$ cat config.mk
export PLATFORM = sky130hd
export DESIGN_NAME = usb_frame_tracker
export DESIGN_NICKNAME = d
export VERILOG_FILES = /design/src/rtl/usb_frame_pkg.sv /design/src/rtl/sof_watchdog.sv /design/src/rtl/frame_regs.sv /design/src/rtl/usb_frame_tracker.sv
export SDC_FILE = /design/constraint.sdc
export NUM_CORES = 1
export LEC_CHECK = 0
export BUFFER_PORTS_ARGS = -buffer_cell sky130_fd_sc_hd__buf_2
export CAP_MARGIN = 20
export CORE_MARGIN = 3
export CORE_UTILIZATION = 50
export CTS_CLUSTER_SIZE = 8
export DETAILED_ROUTE_END_ITERATION = 10
export PLACE_DENSITY_LB_ADDON = 0.12
export SLEW_MARGIN = 20
export SYNTH_ARGS = -nofsm -noshare
export SYNTH_HDL_FRONTEND = slang
export SYNTH_SLANG_ARGS = --single-unit
$ cat constraint.sdc
create_clock -name clk -period 2.7 [get_ports clk]
set_input_delay 0.405 -clock clk [delete_from_list [all_inputs] [get_ports clk]]
set_output_delay 0.405 -clock clk [all_outputs]
set_load 0.1 [all_outputs]
$ cat src/rtl/usb_frame_pkg.sv
package usb_frame_pkg;
    localparam int FRAME_W  = 11;
    localparam int UFRAME_W = 3;

    typedef enum logic [0:0] {
        TRK_WAIT_FIRST = 1'b0,
        TRK_LOCKED     = 1'b1
    } trk_state_t;

    typedef enum logic [1:0] {
        EV_NONE  = 2'd0,
        EV_REAL  = 2'd1,
        EV_SYNTH = 2'd2
    } sof_ev_t;
endpackage

$ cat src/rtl/sof_watchdog.sv
module sof_watchdog #(
    parameter int FS_LIMIT = 1020,
    parameter int HS_LIMIT = 128
) (
    input  logic clk,
    input  logic rst_n,
    input  logic enable,
    input  logic restart,
    input  logic hs_mode,
    input  logic us_tick,
    output logic expire
);
    localparam int MAX_LIMIT = (FS_LIMIT > HS_LIMIT) ? FS_LIMIT : HS_LIMIT;
    localparam int CNT_W     = $clog2(MAX_LIMIT + 1);

    logic [CNT_W-1:0] cnt;
    logic [CNT_W-1:0] last_tick;

    always_comb begin
        last_tick = hs_mode ? CNT_W'(HS_LIMIT - 1) : CNT_W'(FS_LIMIT - 1);
        expire    = enable && us_tick && (cnt >= last_tick);
    end

    always_ff @(posedge clk) begin
        if (!rst_n) begin
            cnt <= '0;
        end else if (!enable || restart || expire) begin
            cnt <= '0;
        end else if (us_tick) begin
            cnt <= cnt + 1'b1;
        end
    end
endmodule

$ cat src/rtl/frame_regs.sv
module frame_regs
    import usb_frame_pkg::*;
(
    input  logic                clk,
    input  logic                rst_n,
    input  sof_ev_t             ev,
    input  logic [FRAME_W-1:0]  rx_frame,
    input  logic                hs_mode,
    output logic [FRAME_W-1:0]  frame,
    output logic [UFRAME_W-1:0] uframe,
    output logic                pulse
);
    always_ff @(posedge clk) begin
        if (!rst_n) begin
            frame  <= '0;
            uframe <= '0;
            pulse  <= 1'b0;
        end else begin
            pulse <= (ev != EV_NONE);
            unique case (ev)
                EV_REAL: begin
                    frame <= rx_frame;
                    if (hs_mode && (rx_frame == frame))
                        uframe <= uframe + UFRAME_W'(1);
                    else
                        uframe <= '0;
                end
                EV_SYNTH: begin
                    if (hs_mode) begin
                        uframe <= uframe + UFRAME_W'(1);
                        if (uframe == '1)
                            frame <= frame + FRAME_W'(1);
                    end else begin
                        uframe <= '0;
                        frame  <= frame + FRAME_W'(1);
                    end
                end
                EV_NONE: begin
                    if (!hs_mode)
                        uframe <= '0;
                end
                default: begin
                    uframe <= uframe;
                end
            endcase
        end
    end
endmodule

$ cat src/rtl/usb_frame_tracker.sv
module usb_frame_tracker
    import usb_frame_pkg::*;
#(
    parameter int FS_LIMIT = 1020,
    parameter int HS_LIMIT = 128
) (
    input  logic        clk,
    input  logic        rst_n,
    input  logic        sof_strobe,
    input  logic [10:0] sof_frame,
    input  logic        sof_crc_err,
    input  logic        hs_mode,
    input  logic        us_tick,
    output logic [7:0]  frame_hi,
    output logic [7:0]  frame_lo,
    output logic [7:0]  uframe,
    output logic        sof_pulse
);
    trk_state_t          state, state_nxt;
    sof_ev_t             ev;
    logic                tmr_en;
    logic                expire;
    logic                good_tok, bad_tok;
    logic [FRAME_W-1:0]  frame_q;
    logic [UFRAME_W-1:0] uframe_q;

    assign good_tok = sof_strobe && !sof_crc_err;
    assign bad_tok  = sof_strobe && sof_crc_err;

    always_ff @(posedge clk) begin
        if (!rst_n) state <= TRK_WAIT_FIRST;
        else        state <= state_nxt;
    end

    always_comb begin
        state_nxt = state;
        ev        = EV_NONE;
        tmr_en    = 1'b0;
        unique case (state)
            TRK_WAIT_FIRST: begin
                if (good_tok) begin
                    ev        = EV_REAL;
                    state_nxt = TRK_LOCKED;
                end
            end
            TRK_LOCKED: begin
                tmr_en = 1'b1;
                if (good_tok)
                    ev = EV_REAL;
                else if (bad_tok || expire)
                    ev = EV_SYNTH;
            end
        endcase
    end

    sof_watchdog #(
        .FS_LIMIT (FS_LIMIT),
        .HS_LIMIT (HS_LIMIT)
    ) u_wdog (
        .clk     (clk),
        .rst_n   (rst_n),
        .enable  (tmr_en),
        .restart (ev != EV_NONE),
        .hs_mode (hs_mode),
        .us_tick (us_tick),
        .expire  (expire)
    );

    frame_regs u_regs (
        .clk      (clk),
        .rst_n    (rst_n),
        .ev       (ev),
        .rx_frame (sof_frame),
        .hs_mode  (hs_mode),
        .frame    (frame_q),
        .uframe   (uframe_q),
        .pulse    (sof_pulse)
    );

    assign frame_lo = frame_q[7:0];
    assign frame_hi = {5'b0, frame_q[FRAME_W-1:8]};
    assign uframe   = {5'b0, uframe_q};
endmodule

# --- Word level (Yosys, flattened, before mapping) ---
# Cells that the tools add are included.
totals:
  memories: 0
  ram_bits: 0
  latchBits: 0
  inputBits: 17
  regBits: 26
  romBits: 0
  elab_cells: 49
classes:
  n_lt_le_gt_ge: 1
  n_eq_ne: 6
  shifts: 0
  bitwise_logic: 2
  div: 0
  addsub: 3
  mux: 15
  mul: 0
  reduce_logical: 17
op_table:
  columns: ["op", "count"]
  rows:
  - ["$mux 11", 2]
  - ["$pmux 11 s2", 1]
  - ["$add 11x1->11 const B", 1]
  - ["$eq 11x11->1", 1]
  - ["$add 10x1->10 const B", 1]
  - ["$ge 10x10->1", 1]
  - ["$mux 10", 1]
  - ["$mux 3", 3]
  - ["$pmux 3 s3", 1]
  - ["$logic_and 1x1->1", 5]
  - ["$mux 1", 4]
  - ["$mux 2", 2]
  - ["$pmux 2 s2", 1]
  - ["$reduce_and 2->1", 2]
  - ["$reduce_bool 2->1", 2]
  - ["$add 3x1->3 const B", 1]
  - ["$eq 3x3->1 const B", 1]
  - ["$logic_or 1x1->1", 3]
  - ["$ne 3x2->1 const B", 1]
  - ["$reduce_bool 3->1", 1]
  - ["$eq 2x1->1 const B", 1]
  - ["$eq 2x2->1 const B", 1]
  - ["$logic_not 1->1", 2]
  - ["$logic_not 2->1", 1]
  - ["other kinds (3)", 4]

# --- Logic depth before layout (Yosys ltp) ---
logic_depth:
  ltp_word: 11
  depth_mapped: 8

# --- By module ---
# From an unflattened synthesis, not the netlist that was laid out.
unflattened:
  cells_unflattened: 193
  hier_area_um2: 1680.4
by_module_without_submodules:
  columns: ["mod", "area_each_um2", "cells_per_inst", "n_inst", "seq_area_each_um2"]
  rows:
  - ["frame_regs", 993.5, 114, 1, 300.3]
  - ["sof_watchdog", 539.3, 60, 1, 200.2]
  - ["usb_frame_tracker", 147.6, 19, 1, 20.0]

# --- Worst setup path before layout ---
# Ideal clock, no wire load.
synth_timing:
  path_kind: "register to register"
  from: "register u_regs.uframe[0]"
  to: "register u_regs.frame[4]"
  t_arrival_ns: 2.114
  setup_time_ns: 0.083
  stages_incl_launch_ff: 8
  setup_slack_ns: 0.503
  path_cell_list: "dfxtp_1 > ha_1 > ha_1 > nor2b_1 > o21bai_1 > o41a_1 > nand2_1 > o221ai_1"
synth_via:
  elab_chain_cells: 3
synth_lines:
  columns: ["item", "line", "text"]
  rows:
  - ["start, declared", "frame_regs.sv:10", "output logic [UFRAME_W-1:0] uframe,"]
  - ["start signal, assigned", "frame_regs.sv:24", "uframe <= uframe + UFRAME_W'(1);"]
  - ["start signal, assigned", "frame_regs.sv:30", "uframe <= uframe + UFRAME_W'(1);"]
  - ["start signal, assigned", "frame_regs.sv:43", "uframe <= uframe;"]
  - ["$eq 3x3->1", "frame_regs.sv:31", "if (uframe == '1)"]
  - ["$ne 3x2->1 (no source line)", null, null]
  - ["$reduce_and 2->1 (no source line)", null, null]
  - ["end signal, assigned", "frame_regs.sv:22", "frame <= rx_frame;"]
  - ["end signal, assigned", "frame_regs.sv:32", "frame <= frame + FRAME_W'(1);"]
  - ["end signal, assigned", "frame_regs.sv:35", "frame <= frame + FRAME_W'(1);"]
  - ["end, declared", "frame_regs.sv:9", "output logic [FRAME_W-1:0] frame,"]
# Every way passes these cells.
# A chain may end at the register's enable or synchronous reset.

# --- Final worst setup path ---
layout_timing:
  from: "register u_wdog.cnt[2]"
  to: "register u_regs.frame[4]"
layout_via:
  elab_chain_cells: 9
  word_cells_on_any_way: 12
layout_lines:
  columns: ["item", "line", "text"]
  rows:
  - ["start, declared", "sof_watchdog.sv:16", "logic [CNT_W-1:0] cnt;"]
  - ["start signal, assigned", "sof_watchdog.sv:30", "cnt <= cnt + 1'b1;"]
  - ["$ge 10x10->1 *", "sof_watchdog.sv:21", "expire = enable && us_tick && (cnt >= last_tick);"]
  - ["$logic_and 1x1->1 *", "sof_watchdog.sv:21", null]
  - ["$logic_or 1x1->1 *", "usb_frame_tracker.sv:50", "else if (bad_tok || expire)"]
  - ["$mux 2 *", "usb_frame_tracker.sv:50", null]
  - ["$mux 2 *", "usb_frame_tracker.sv:48", "if (good_tok)"]
  - ["$pmux 2 s2 *", "usb_frame_tracker.sv:39", "unique case (state)"]
  - ["$eq 2x2->1 or $eq 2x1->1 (tied branches)", "frame_regs.sv:20", "unique case (ev)"]
  - ["$ne 3x2->1 (no source line) or $reduce_bool 2->1 (tied branches)", null, null]
  - ["$reduce_and 2->1 (no source line)", null, null]
# Every way passes the cells marked *; elsewhere a longest branch is shown, timed or not.

==> flow_metrics.py <==
metrics = {
    "setup_path": {
        "worst-path-buf-inv": 1,
        "crit_required_ns": 2.89,
        "startpoint": "u_wdog.cnt[2]",
        "crit_fanout": 20,
        "max_stage_delay_ns": 0.41,
        "cpLargestDelayFamily": "compound AO/OA/AOI/OAI gates",
        "r2r_start": "u_wdog.cnt[2]",
        "crit_arrival_ns": 2.16,
        "path_cells": "ha_1 -> a21oi_1 -> nor3_2 -> o311a_2 -> buf_4 -> mux2i_1 -> o221ai_1",
        "crit_slowest_cell": "dfxtp_1",
        "critical_path_class": "flip-flop to flip-flop",
        "end_kind": "flip-flop",
        "start_kind": "flip-flop",
    },
    "global_route": {
        "grt_antenna_before_repair": 0,
        "busiest_layer": "met2",
        "grt_start_max_net_pins": 30,
        "use_met1": 0.219,
        "grt_use_met3": 0.0334,
        "met2_usage": 0.330,
        "grt_pass1_vias": 1398,
        "grt_pass1_wl_um": 6130,
        "grt_overflow": 0,
        "grtUsageTotal": 0.182,
    },
    "die": {
        "core_area_um2": 3130,
        "io_pins": 42,
        "start_util": 0.539,
        "rows": 20,
        "chipHeight_um": 64.1,
        "die_w_um": 64.1,
        "die_area_um2": 4100,
    },
    "clocking": {
        "cts_setup_buffers": 0,
        "htreeDepth": 1,
        "clkTransAtPathRegs_ns": 0.14,
        "holdBufCountCts": 0,
        "cts_root_buf": "clkbuf_4",
        "cts.sinks": 26,
        "clockBufferDepth": 2,
        "cts_buffers": 3,
        "clk_latency_ns": 0.31,
        "ctsResizeCount": 0,
        "cts_tree": "built",
    },
    "synth": {
        "synth_cell_types": 39,
        "yosys_warnings": 0,
        "synth_area_per_cell_um2": 8.56,
        "yosysSeqAreaShare": 0.309,
        "ys_ff_latch": 26,
        "syn_inst": 197,
        "syn_area_um2": 1690,
    },
    "final_layout": {
        "syn_to_final_growth_pct": 9.80,
        "fillerInstances": 289,
        "antenna_cells": 0,
        "mostFrequentLayoutCell": "buf_2",
        "drive_gt1_frac": 0.185,
        "fin_cells": 266,
        "final_cell_mix": "31 x buf_2, 26 x dfxtp_1, 21 x nor2_1",
        "final_nets": 248,
    },
    "worst_hold_path": {
        "hold_path_class": "input pin to flip-flop",
        "worstHoldStart": "sof_frame[0]",
    },
    "sta": {
        "final-setup-viol-count": 0,
        "hold_violations": 0,
        "period_share": 0.728,
        "fin_hold_ws_ns": 0.378,
        "max_freq_ghz": 0.509,
        "min_period_ns": 1.96,
        "tns_ns": 0,
        "drv_slew": 0,
        "rsz0062_at_grt": "false",
        "finalClockSkew_ns": 0.00792,
    },
    "routing": {
        "drt-initial-drc-count": 61,
        "drtAntennaViolNets": 0,
        "drt-vias-per-instance": 5.65,
        "drc": 0,
        "routedWlPerCell_um": 13.8,
        "vias": 1502,
        "drt_wl_total_um": 3660,
        "dr.pass1.iters": 4,
    },
    "pwr": {
        "p_leak_uw": 0.000780,
        "p_per_area_nw_per_um2": 444,
        "peakVddDrop_uv": 176,
    },
    "placed_design": {
        "io_buffers": 31,
        "dp_hpwl_um": 2840,
        "gp_congestion": 0.823,
        "dp_cells": 262,
    },
    "status": {
        "status": "completed",
    },
    "run": {
        "cap_violations": 0,
    },
}
[power breakdown]
group	internal [uW]	switching, uW
Clock	82.3	111
Combinational	44.8	173
Sequential	394	17.1
Total	521	301
[worst paths after layout]
check	end	slack [ns]	depth (start not counted)
setup / recovery	u_regs.frame[4]	0.74	7
hold reg to reg	u_regs.uframe[1]	0.51	1
hold / removal	u_regs.frame[0]	0.38	3
setup reg to reg	u_regs.frame[4]	0.74	7
[synth_stat cells]
library cell,count,share of area
nor3_2,1,0.0059
buf_2,5,0.015
a211o_1,1,0.0052
a21oi_1,4,0.012
o221ai_1,9,0.047
buf_4,10,0.045
nand4_1,14,0.052
nor3_1,1,0.0030
nand3_1,8,0.024
mux2_2,1,0.0067
nand4_2,1,0.0074
a22o_1,2,0.010
nand4b_1,2,0.010
a21o_1,1,0.0045
and3_1,4,0.015
and2b_1,1,0.0045
or3_1,1,0.0037
a32o_1,2,0.012
o21a_1,2,0.0089
conb_1,1,0.0022
dfxtp_1,26,0.31
buf_6,1,0.0067
xnor2_1,11,0.057
and4_1,1,0.0052
inv_1,1,0.0022
o21bai_1,1,0.0045
o211ai_1,1,0.0045
o41a_1,1,0.0067
o311a_2,1,0.0067
nor2_1,21,0.047
xor2_1,9,0.047
clkbuf_1,5,0.011
a31oi_1,1,0.0037
nor4_1,1,0.0037
mux2i_1,11,0.065
nor2b_1,5,0.019
ha_1,8,0.059
nand2_1,18,0.040
o21ai_0,3,0.0089
[final cells by class]
type	count	area, um^2	share of cell area
multi-input combinational	158	1060	0.575
sequential	26	520	0.281
timing repair buffer	33	170	0.0920
tap	44	55.1	0.0297
clock buffer	4	36.3	0.0196
inverter	1	3.75	0.00203
[kinds of logic after synthesis]
kind of cell | after synthesis | share of synthesized area
xor gates and xnor gates | 20 | 0.104
buffers and inverters | 22 | 0.0794
adders and majority gates | 8 | 0.0594
and+or+nand+nor | 79 | 0.240
other | 1 | 0.00223
muxes | 12 | 0.0720
AOI/OAI and AO/OA | 29 | 0.134
DFF | 26 | 0.309
[per-stage QoR]
stage,instance area (um^2),utilization,total power [uW],setup WS (ns)
floorplan,1720,-,609,0.503
global placement,1810,0.580,632,0.501
detailed placement,1810,0.580,636,0.414
CTS,1850,0.592,829,0.709
global route,1850,0.592,857,0.614
finish,1850,0.592,821,0.736
[tightest hold or removal path, delay by kind of cell]
kind / cells / cell delay (ns)
buf+inv: 1 / 0.11
compound gates: 1 / 0.09
simple gates: 1 / 0.06
[registers in the layout, summed over array words and instances (netlist names)]
name / count
u_regs.frame: 11
state: 1
u_regs.uframe: 3
u_wdog.cnt: 10
u_regs.pulse: 1
[per-layer routing]
layer | share of wire | wire length, um | vias to the layer above
li1 | - | - | 744
met1 | 0.45 | 1650 | 718
met2 | 0.49 | 1790 | 38
met3 | 0.056 | 206 | 2
met4 | 0.0049 | 18 | 0
met5 | 0 | 0 | -
Power figures use the tool's default switching activity.
